### src/rtl/rtc_pkg.sv
package rtc_pkg;
  localparam int unsigned DATA_W = 32;
  localparam int unsigned NSRC   = 2;
  localparam int unsigned SRC_SEC = 0;
  localparam int unsigned SRC_ALM = 1;

  // word indices (byte offset >> 2)
  localparam int unsigned OFS_TSET    = 0;   // 0x00
  localparam int unsigned OFS_TSET_RB = 1;   // 0x04
  localparam int unsigned OFS_CAL_WR  = 2;   // 0x08
  localparam int unsigned OFS_CAL_RD  = 3;   // 0x0C
  localparam int unsigned OFS_TNOW    = 4;   // 0x10
  localparam int unsigned OFS_TICK    = 5;   // 0x14
  localparam int unsigned OFS_ALARM   = 6;   // 0x18
  localparam int unsigned OFS_IST     = 8;   // 0x20
  localparam int unsigned OFS_IMSK    = 9;   // 0x24
  localparam int unsigned OFS_IEN     = 10;  // 0x28
  localparam int unsigned OFS_IDIS    = 11;  // 0x2C
  localparam int unsigned OFS_CTRL    = 16;  // 0x40

  localparam logic [DATA_W-1:0] CTRL_KEEP = 32'h8100_0000;
endpackage

### src/rtl/rtc_time_keeper.sv
module rtc_time_keeper #(
  parameter int unsigned TIME_W = 32
) (
  input  logic              clk_i,
  input  logic              rst_ni,
  input  logic              tick_i,
  input  logic              set_we_i,
  input  logic [TIME_W-1:0] set_val_i,
  output logic [TIME_W-1:0] time_o,
  output logic [TIME_W-1:0] set_rb_o
);
  logic [TIME_W-1:0] cur_q, pend_q, rb_q;
  logic              pend_vld_q;

  always_ff @(posedge clk_i or negedge rst_ni) begin
    if (!rst_ni) begin
      cur_q      <= '0;
      pend_q     <= '0;
      rb_q       <= '0;
      pend_vld_q <= 1'b0;
    end else begin
      if (tick_i) begin
        cur_q      <= pend_vld_q ? pend_q : cur_q + TIME_W'(1);
        pend_vld_q <= 1'b0;
      end
      // a write in the tick cycle pends for the next tick
      if (set_we_i) begin
        pend_q     <= set_val_i;
        rb_q       <= set_val_i;
        pend_vld_q <= 1'b1;
      end
    end
  end

  assign time_o   = cur_q;
  assign set_rb_o = rb_q;

  assert_tick_incr_R2: assert property (@(posedge clk_i) disable iff (!rst_ni)
    tick_i && !pend_vld_q |=> time_o == $past(time_o) + TIME_W'(1));
  assert_tick_load_R4: assert property (@(posedge clk_i) disable iff (!rst_ni)
    tick_i && pend_vld_q |=> time_o == $past(pend_q));
  assert_hold_no_tick_R4: assert property (@(posedge clk_i) disable iff (!rst_ni)
    !tick_i |=> $stable(time_o));
endmodule

### src/rtl/rtc_alarm_match.sv
module rtc_alarm_match #(
  parameter int unsigned TIME_W = 32
) (
  input  logic              clk_i,
  input  logic              rst_ni,
  input  logic [TIME_W-1:0] time_i,
  input  logic [TIME_W-1:0] alarm_i,
  output logic              evt_o
);
  logic match, match_q;

  assign match = (time_i == alarm_i);

  // reset high: equal reset values must not raise an event
  always_ff @(posedge clk_i or negedge rst_ni) begin
    if (!rst_ni) match_q <= 1'b1;
    else         match_q <= match;
  end

  assign evt_o = match & ~match_q;

  assert_single_evt_R6: assert property (@(posedge clk_i) disable iff (!rst_ni)
    evt_o |=> !evt_o);
endmodule

### src/rtl/rtc_irq_ctrl.sv
module rtc_irq_ctrl #(
  parameter int unsigned NSRC = 2
) (
  input  logic            clk_i,
  input  logic            rst_ni,
  input  logic [NSRC-1:0] set_i,
  input  logic            clr_we_i,
  input  logic            en_we_i,
  input  logic            dis_we_i,
  input  logic [NSRC-1:0] bits_i,
  output logic [NSRC-1:0] sts_o,
  output logic [NSRC-1:0] mask_o,
  output logic            irq_o
);
  logic [NSRC-1:0] sts_q, mask_q;

  for (genvar i = 0; i < NSRC; i++) begin : g_src
    always_ff @(posedge clk_i or negedge rst_ni) begin
      if (!rst_ni) begin
        sts_q[i]  <= 1'b0;
        mask_q[i] <= 1'b1;
      end else begin
        sts_q[i] <= set_i[i] | (sts_q[i] & ~(clr_we_i & bits_i[i]));
        if (en_we_i && bits_i[i])       mask_q[i] <= 1'b0;
        else if (dis_we_i && bits_i[i]) mask_q[i] <= 1'b1;
      end
    end

    assert_set_wins_R7: assert property (@(posedge clk_i) disable iff (!rst_ni)
      set_i[i] |=> sts_q[i]);
    assert_unmask_R8: assert property (@(posedge clk_i) disable iff (!rst_ni)
      en_we_i && bits_i[i] |=> !mask_q[i]);
    assert_mask_R8: assert property (@(posedge clk_i) disable iff (!rst_ni)
      dis_we_i && bits_i[i] && !en_we_i |=> mask_q[i]);
  end

  assign irq_o  = |(sts_q & ~mask_q);
  assign sts_o  = sts_q;
  assign mask_o = mask_q;

  assert_masked_quiet_R9: assert property (@(posedge clk_i) disable iff (!rst_ni)
    (&mask_q) |-> !irq_o);
endmodule

### src/rtl/rtc_core.sv
module rtc_core
  import rtc_pkg::*;
#(
  parameter int unsigned ADDR_W = 8,
  parameter int unsigned CAL_W  = 21
) (
  input  logic              clk_i,
  input  logic              rst_ni,
  input  logic              sec_tick_i,
  input  logic              req_i,
  input  logic              we_i,
  input  logic [ADDR_W-1:0] addr_i,
  input  logic [31:0]       wdata_i,
  output logic [31:0]       rdata_o,
  output logic              irq_o
);
  localparam int unsigned WIDX_W = ADDR_W - 2;

  logic [WIDX_W-1:0] widx;
  logic              wr;
  logic              unused_addr;
  logic [DATA_W-1:0] time_now, time_rb, alarm_q, ctrl_q;
  logic [CAL_W-1:0]  cal_q;
  logic [NSRC-1:0]   ev_set, sts, mask;
  logic              alm_evt;

  assign widx        = addr_i[ADDR_W-1:2];
  assign unused_addr = ^addr_i[1:0];
  assign wr          = req_i & we_i;

  function automatic logic hit(input logic [WIDX_W-1:0] w, input int unsigned ofs);
    return w == WIDX_W'(ofs);
  endfunction

  rtc_time_keeper #(.TIME_W(DATA_W)) u_time (
    .clk_i     (clk_i),
    .rst_ni    (rst_ni),
    .tick_i    (sec_tick_i),
    .set_we_i  (wr && hit(widx, OFS_TSET)),
    .set_val_i (wdata_i),
    .time_o    (time_now),
    .set_rb_o  (time_rb)
  );

  rtc_alarm_match #(.TIME_W(DATA_W)) u_alarm (
    .clk_i   (clk_i),
    .rst_ni  (rst_ni),
    .time_i  (time_now),
    .alarm_i (alarm_q),
    .evt_o   (alm_evt)
  );

  always_comb begin
    ev_set          = '0;
    ev_set[SRC_SEC] = sec_tick_i;
    ev_set[SRC_ALM] = alm_evt;
  end

  rtc_irq_ctrl #(.NSRC(NSRC)) u_irq (
    .clk_i    (clk_i),
    .rst_ni   (rst_ni),
    .set_i    (ev_set),
    .clr_we_i (wr && hit(widx, OFS_IST)),
    .en_we_i  (wr && hit(widx, OFS_IEN)),
    .dis_we_i (wr && hit(widx, OFS_IDIS)),
    .bits_i   (wdata_i[NSRC-1:0]),
    .sts_o    (sts),
    .mask_o   (mask),
    .irq_o    (irq_o)
  );

  always_ff @(posedge clk_i or negedge rst_ni) begin
    if (!rst_ni) begin
      alarm_q <= '0;
      ctrl_q  <= '0;
      cal_q   <= '0;
    end else if (wr) begin
      if (hit(widx, OFS_ALARM))  alarm_q <= wdata_i;
      if (hit(widx, OFS_CTRL))   ctrl_q  <= wdata_i & CTRL_KEEP;
      if (hit(widx, OFS_CAL_WR)) cal_q   <= wdata_i[CAL_W-1:0];
    end
  end

  always_comb begin
    rdata_o = '0;
    if      (hit(widx, OFS_TSET_RB)) rdata_o = time_rb;
    else if (hit(widx, OFS_CAL_RD))  rdata_o = DATA_W'(cal_q);
    else if (hit(widx, OFS_TNOW))    rdata_o = time_now;
    else if (hit(widx, OFS_ALARM))   rdata_o = alarm_q;
    else if (hit(widx, OFS_IST))     rdata_o = DATA_W'(sts);
    else if (hit(widx, OFS_IMSK))    rdata_o = DATA_W'(mask);
    else if (hit(widx, OFS_CTRL))    rdata_o = ctrl_q;
  end

  assert_ctrl_bits_R10: assert property (@(posedge clk_i) disable iff (!rst_ni)
    wr && hit(widx, OFS_CTRL) |=> (ctrl_q & ~CTRL_KEEP) == '0);
endmodule

### config.mk
export PLATFORM = sky130hd
export DESIGN_NAME = rtc_core
export DESIGN_NICKNAME = d
export VERILOG_FILES = /design/src/rtl/rtc_pkg.sv /design/src/rtl/rtc_time_keeper.sv /design/src/rtl/rtc_alarm_match.sv /design/src/rtl/rtc_irq_ctrl.sv /design/src/rtl/rtc_core.sv
export SDC_FILE = /design/constraint.sdc
export NUM_CORES = 1
export LEC_CHECK = 0
export BUFFER_PORTS_ARGS = -buffer_cell sky130_fd_sc_hd__buf_4
export CORE_ASPECT_RATIO = 1.2
export CORE_MARGIN = 2
export CORE_UTILIZATION = 40
export DETAILED_ROUTE_END_ITERATION = 16
export PLACE_DENSITY = 0.6
export SLEW_MARGIN = 20
export SYNTH_ARGS = -nofsm -noshare
export SYNTH_HDL_FRONTEND = slang
export SYNTH_SLANG_ARGS = --single-unit
### constraint.sdc
create_clock -name clk_i -period 2.82 [get_ports clk_i]
set_input_delay 0.705 -clock clk_i [delete_from_list [all_inputs] [get_ports clk_i]]
set_output_delay 0.705 -clock clk_i [all_outputs]
set_load 0.01 [all_outputs]
---- Word level (Yosys, flattened, before mapping) ----
Index checks and enable logic that the tools add are counted.
storage, ports and cells
  bits in registers ....................... 125
  bits of input ports ..................... 45
  output and inout bits ................... 33
operators by class
  add/subtract/negate cells ............... 1
  eq/ne operators ......................... 11
  multiplexer cells ....................... 14
  bitwise logic cells ..................... 13
  reduce and logical (&&, ||, !) cells .... 16
operator list
  kind                                           count
  two-way mux 32 bit                             8
  adder 32 x 1 -> 32 bit, second input constant  1
  == test 32 bit                                 1
  == test 6 x 4 -> 1 bit, second input constant  4
  == test 6 x 2 -> 1 bit, second input constant  2
  == test 6 x 3 -> 1 bit, second input constant  2
  logical AND 1 bit                              8
  AND 1 bit                                      6
  == test 6 x 1 -> 1 bit, second input constant  1
  == test 6 x 5 -> 1 bit, second input constant  1
  zero test 6 bit                                1
  two-way mux 1 bit                              6
  AND reduction 2 bit                            3
  nonzero test 2 bit                             3
  inverter 1 bit                                 3
  AND 2 bit                                      1
  inverter 2 bit                                 1
  OR 1 bit                                       2
  OR reduction 2 bit                             1

---- Longest topological paths before layout ----
  word-level depth ........................ 8
  gate-level depth with buffers ........... 8
  gate-level depth less buffers ........... 6

---- By module ----
Synthesis repeated with hierarchy kept, for this count alone.
unflattened totals
  cells, all modules ...................... 652
  area, all modules ....................... 6972.9 µm²
by module, submodules not included
  module           times used  cells each  area each (µm²)
  rtc_time_keeper  1           322         3269.4
  rtc_core         1           270         3161.8
  rtc_alarm_match  1           45          382.9
  rtc_irq_ctrl     1           15          158.9

---- Least setup slack after synthesis ----
OpenSTA, ideal clock, no wires.
  path type ............................... input to output
  start ................................... input port addr_i[5]
  end ..................................... output port rdata_o[11]
  arrival ................................. 1991 ps
  required time ........................... 2115 ps
  setup slack ............................. 124 ps
  stages on the path ...................... 7
  path through ............................ nor2_1 > nand2_1 > or4_1 > clkbuf_1 > clkbuf_1 > o22ai_1 > a21oi_1
between the ends
  cells in the longest elaborated chain, start to end .. 7
RTL lines
  item                    RTL line        text
  start: declaration      rtc_core.sv:12  input logic [ADDR_W-1:0] addr_i,
  == test 6 x 4 -> 1 bit  rtc_core.sv:32  return w == WIDX_W'(ofs);
  two-way mux 32 bit      rtc_core.sv:91  else if (hit(widx, OFS_IMSK)) rdata_o = DATA_W'(mask);
  two-way mux 32 bit      rtc_core.sv:90  else if (hit(widx, OFS_IST)) rdata_o = DATA_W'(sts);
  two-way mux 32 bit      rtc_core.sv:89  else if (hit(widx, OFS_ALARM)) rdata_o = alarm_q;
  two-way mux 32 bit      rtc_core.sv:88  else if (hit(widx, OFS_TNOW)) rdata_o = time_now;
  two-way mux 32 bit      rtc_core.sv:87  else if (hit(widx, OFS_CAL_RD)) rdata_o = DATA_W'(cal_q);
  two-way mux 32 bit (*)  rtc_core.sv:86  if (hit(widx, OFS_TSET_RB)) rdata_o = time_rb;
  end: declaration        rtc_core.sv:14  output logic [31:0] rdata_o,
Mark *: on every way between the ends. The rest lies on a longest branch, timed or not.

---- Worst setup path after layout ----
  start ................................... input port addr_i[6]
  end ..................................... output port rdata_o[0]
Same word-level chain as after synthesis.

==> flow_summary.toml <==
[timing]
fmax_ghz = 0.358
maxSlewViolCount = 0
finalSetupViolCount = 0
worst_hold_slack_ps = 290
finalCritPeriodShare_pct = 99.0
relSlewSlack_pct = 60.0
skew_ps = 11.0
finalHoldViolations = 0
period_needed_ps = 2790
tightest_slew_ps = 600

[floorplan]
dieArea_um2 = 17800
boundaryPins = 78
die_w_um = 122
fp.coreArea_um2 = 16300
die_y_um = 146
rows = 51
start_util_pct = 41.0

[worst_setup_path]
cp_max_fo = 8
worstSetupStartpoint = "addr_i[6]"
r2r-end = "u_time.time_o[28]$_DFFE_PN0P_"
critPathCapture = "rdata_o[0]"
path_depth = 9
crit_buf_inv = 4
rrSetupSlack_ps = 450
start_kind = "primary input"
crit_type = "in2out"
worstPathRequired_ps = 2120
crit_family = "buffers and inverters"
cpPeakStageDelay_ps = 230
critPathSlowestCell = "o21ai_1"
r2r-start = "u_time.time_o[0]$_DFFE_PN0P_"
ff2ff_path_depth = 6
critical_path.cell_chain = "buf_4 -> nor2_4 -> nand2_2 -> nor3_4 -> buf_4 -> buf_6 -> a221oi_1 -> o21ai_1 -> buf_4"
cp_common_cell = "buf_4"
endpoint_kind = "primary output"
crit_arrival_ps = 2090

[clocking]
clk_latency_ps = 430
cts_tree = "yes"
htreeDepth = 4
cts-hold-fix-buffers = 0
cts-root-buf = "clkbuf_16"
clk_pin_slew_ps = 60
clockBufferDepth = 2
cts.sinks = 125
cts_buffers = 17

[placement]
gp_congestion = 0.871
portBuffers = 75
placed_area_um2 = 7610
dpl.hpwl_mm = 12.7

[synthesis]
synth_area_leaders = "dfrtp_1 (46%), mux2_2 (12%), mux2_1 (3.7%)"
synth-xor-area-share_pct = 4.19
synthFlopType = "dfrtp_1"
synthDistinctLibCells = 62
synthAdderAreaFrac_pct = 0.187
ys_async_sr_fraction_pct = 100
synth_edf_count = 0
synth_top_family_by_area = "compound AO/OA/AOI/OAI gates"
ys_ff_latch = 125
yosys.area.top_type_share_pct = 45.6
synth_compound_area_share_pct = 17.4
synthSimpleGateAreaFrac_pct = 11.4
synth_area_leader_cell = "dfrtp_1"
syn_avg_cell_area_um2 = 10.6
ys.warnings.count = 0
syn_inst = 633
syn_nets = 679
muxShareOfSynthArea_pct = 15.9
ys_seq_area_share_pct = 46.8
synth_area_um2 = 6690

[global_routing]
gr-total-overflow = 0
grt_max_degree = 44
grt_util_all_layers_pct = 21.3
grt_antenna_before_repair = 0
grt_first_pass_wirelength_mm = 29.5
grt_pass1_vias = 5736

[worst_hold_path]
worst_hold_path_type = "in2async"

[detailed_routing]
vias = 5505
routedWlPerCell_um = 20.0
ant_nets = 0
drc = 0
initialDrtViolationCount = 492
totalWireLength_mm = 18.6
drt_pass1_iterations = 5
viasPerCell = 5.91

[power]
ir_drop_mv = 0.438
pwr_density_cell_nw_per_um2 = 583
leakage_nw = 3.89

[layout]
area_growth_pct = 23.5
utilization_pct = 50.6
antenna_cells = 0
final_cell_mix = "dfrtp_1 (122), buf_4 (96), mux2_2 (69)"
final_layout_size_suffix_gt1_share_pct = 31.5
mostFrequentLayoutCell = "dfrtp_1"
final_nets = 753
fin_area_um2 = 8270

[job]
maxCapViolations = 0

[run_status]
status = "completed"
registers in the layout, summed over array words and instances, names as in the netlist:
register,cells
u_irq.sts_o,2
alarm_q,32
u_time.pend_vld_q,1
cal_q,21
u_alarm.match_q,1
u_time.time_o,32
u_irq.mask_o,2
u_time.pend_q,32
ctrl_q,2
repair_timing:
item                                    CTS  global route
endpoints found under the setup margin    1            23
cloned                                    0             2
setup buffers                             0             2
pin swaps                                 0             3
gates resized for setup                   1            17
power by group:
group	switching, mW	internal [mW]	leakage (nW)	total [mW]
registers	0.224	1.97	1.66	2.20
clock network	0.823	1.21	0.246	2.03
logic	0.302	0.291	1.98	0.593
total	1.35	3.47	3.89	4.82
how the worst min path moves through the flow:
| stage | from | to | slack, ps |
|---|---|---|---|
| finish | rst_ni | u_time.time_o[30]$_DFFE_PN0P_ | 290 |
| global placement | u_irq.sts_o[0]$_DFF_PN0_ | u_irq.sts_o[0]$_DFF_PN0_ | 470 |
| CTS | rst_ni | u_time.pend_q[3]$_DFFE_PN0P_ | 300 |
| global route | rst_ni | u_time.pend_q[3]$_DFFE_PN0P_ | 330 |
| detailed placement | u_irq.sts_o[0]$_DFF_PN0_ | u_irq.sts_o[0]$_DFF_PN0_ | 470 |
| floorplan | rst_ni | alarm_q[0]$_DFFE_PN0P_ | 410 |
per-stage QoR:
stage                     instances  setup slack [ps]  setup TNS, ps  power, mW
after floorplan                 633               124              0       2.53
after global placement          896              31.9              0       2.79
after detailed placement        896             -24.7          -24.7       2.81
after CTS                       928              13.6              0       4.85
after global routing            932             -9.25          -9.69       5.00
final                           932              29.6              0       4.82
metal layers:
layer  vias up  wire [µm]  global-route usage [%]
met5         -          0                       0
met1      2775       7830                    26.8
met3        28        912                    4.35
met4         0        395                    8.85
li1       2533          -                       -
met2       169       9460                    35.5
Yosys cell counts (2+ instances only):
cell type  count
a211oi_1       2
clkbuf_1      28
xor2_1        24
o31ai_1        2
nand2b_1       5
buf_1          4
a21o_1         4
and3_1         9
a221oi_1       4
buf_2         18
a22o_1         9
o211ai_1       3
and4_1         3
a22oi_1       22
nand2_1       34
mux2_2        69
nor2b_1        2
dfrtp_1      122
xnor2_1        8
nor4_1        12
or4_1          2
nor3_1         7
mux2_1        22
a21oi_1       41
o21ai_0       22
a41oi_1        2
and2_1         2
nand3b_1       3
a31o_2         3
nor2_1        29
nand3_1       11
a222oi_1       9
o22ai_1       31
nor3b_1        2
inv_1         15
nand4_1       10
dfstp_2        3
a41o_1         3
mux2i_1        4
a311oi_1       2
o41ai_1        4
a31oi_1        2
logic make-up (layout without fill, tap and decap cells):
kind of cell / count (synthesis) / after routing
buffers and inverters: 67 / 154
DFF: 125 / 125
muxes: 95 / 95
and+or+nand+nor: 140 / 140
AOI/OAI and AO/OA: 173 / 173
xor gates and xnor gates: 32 / 32
adders and majority gates: 1 / 1
final cells by class:
class | count | area, µm²
sequential | 125 | 3130
fill | 1516 | 8070
multi-input combinational | 441 | 3350
inverter | 16 | 60.1
clock buffer | 23 | 488
clock inverter | 9 | 65.1
tap | 212 | 265
timing repair buffer | 106 | 908
Power figures use the tool's default switching activity.
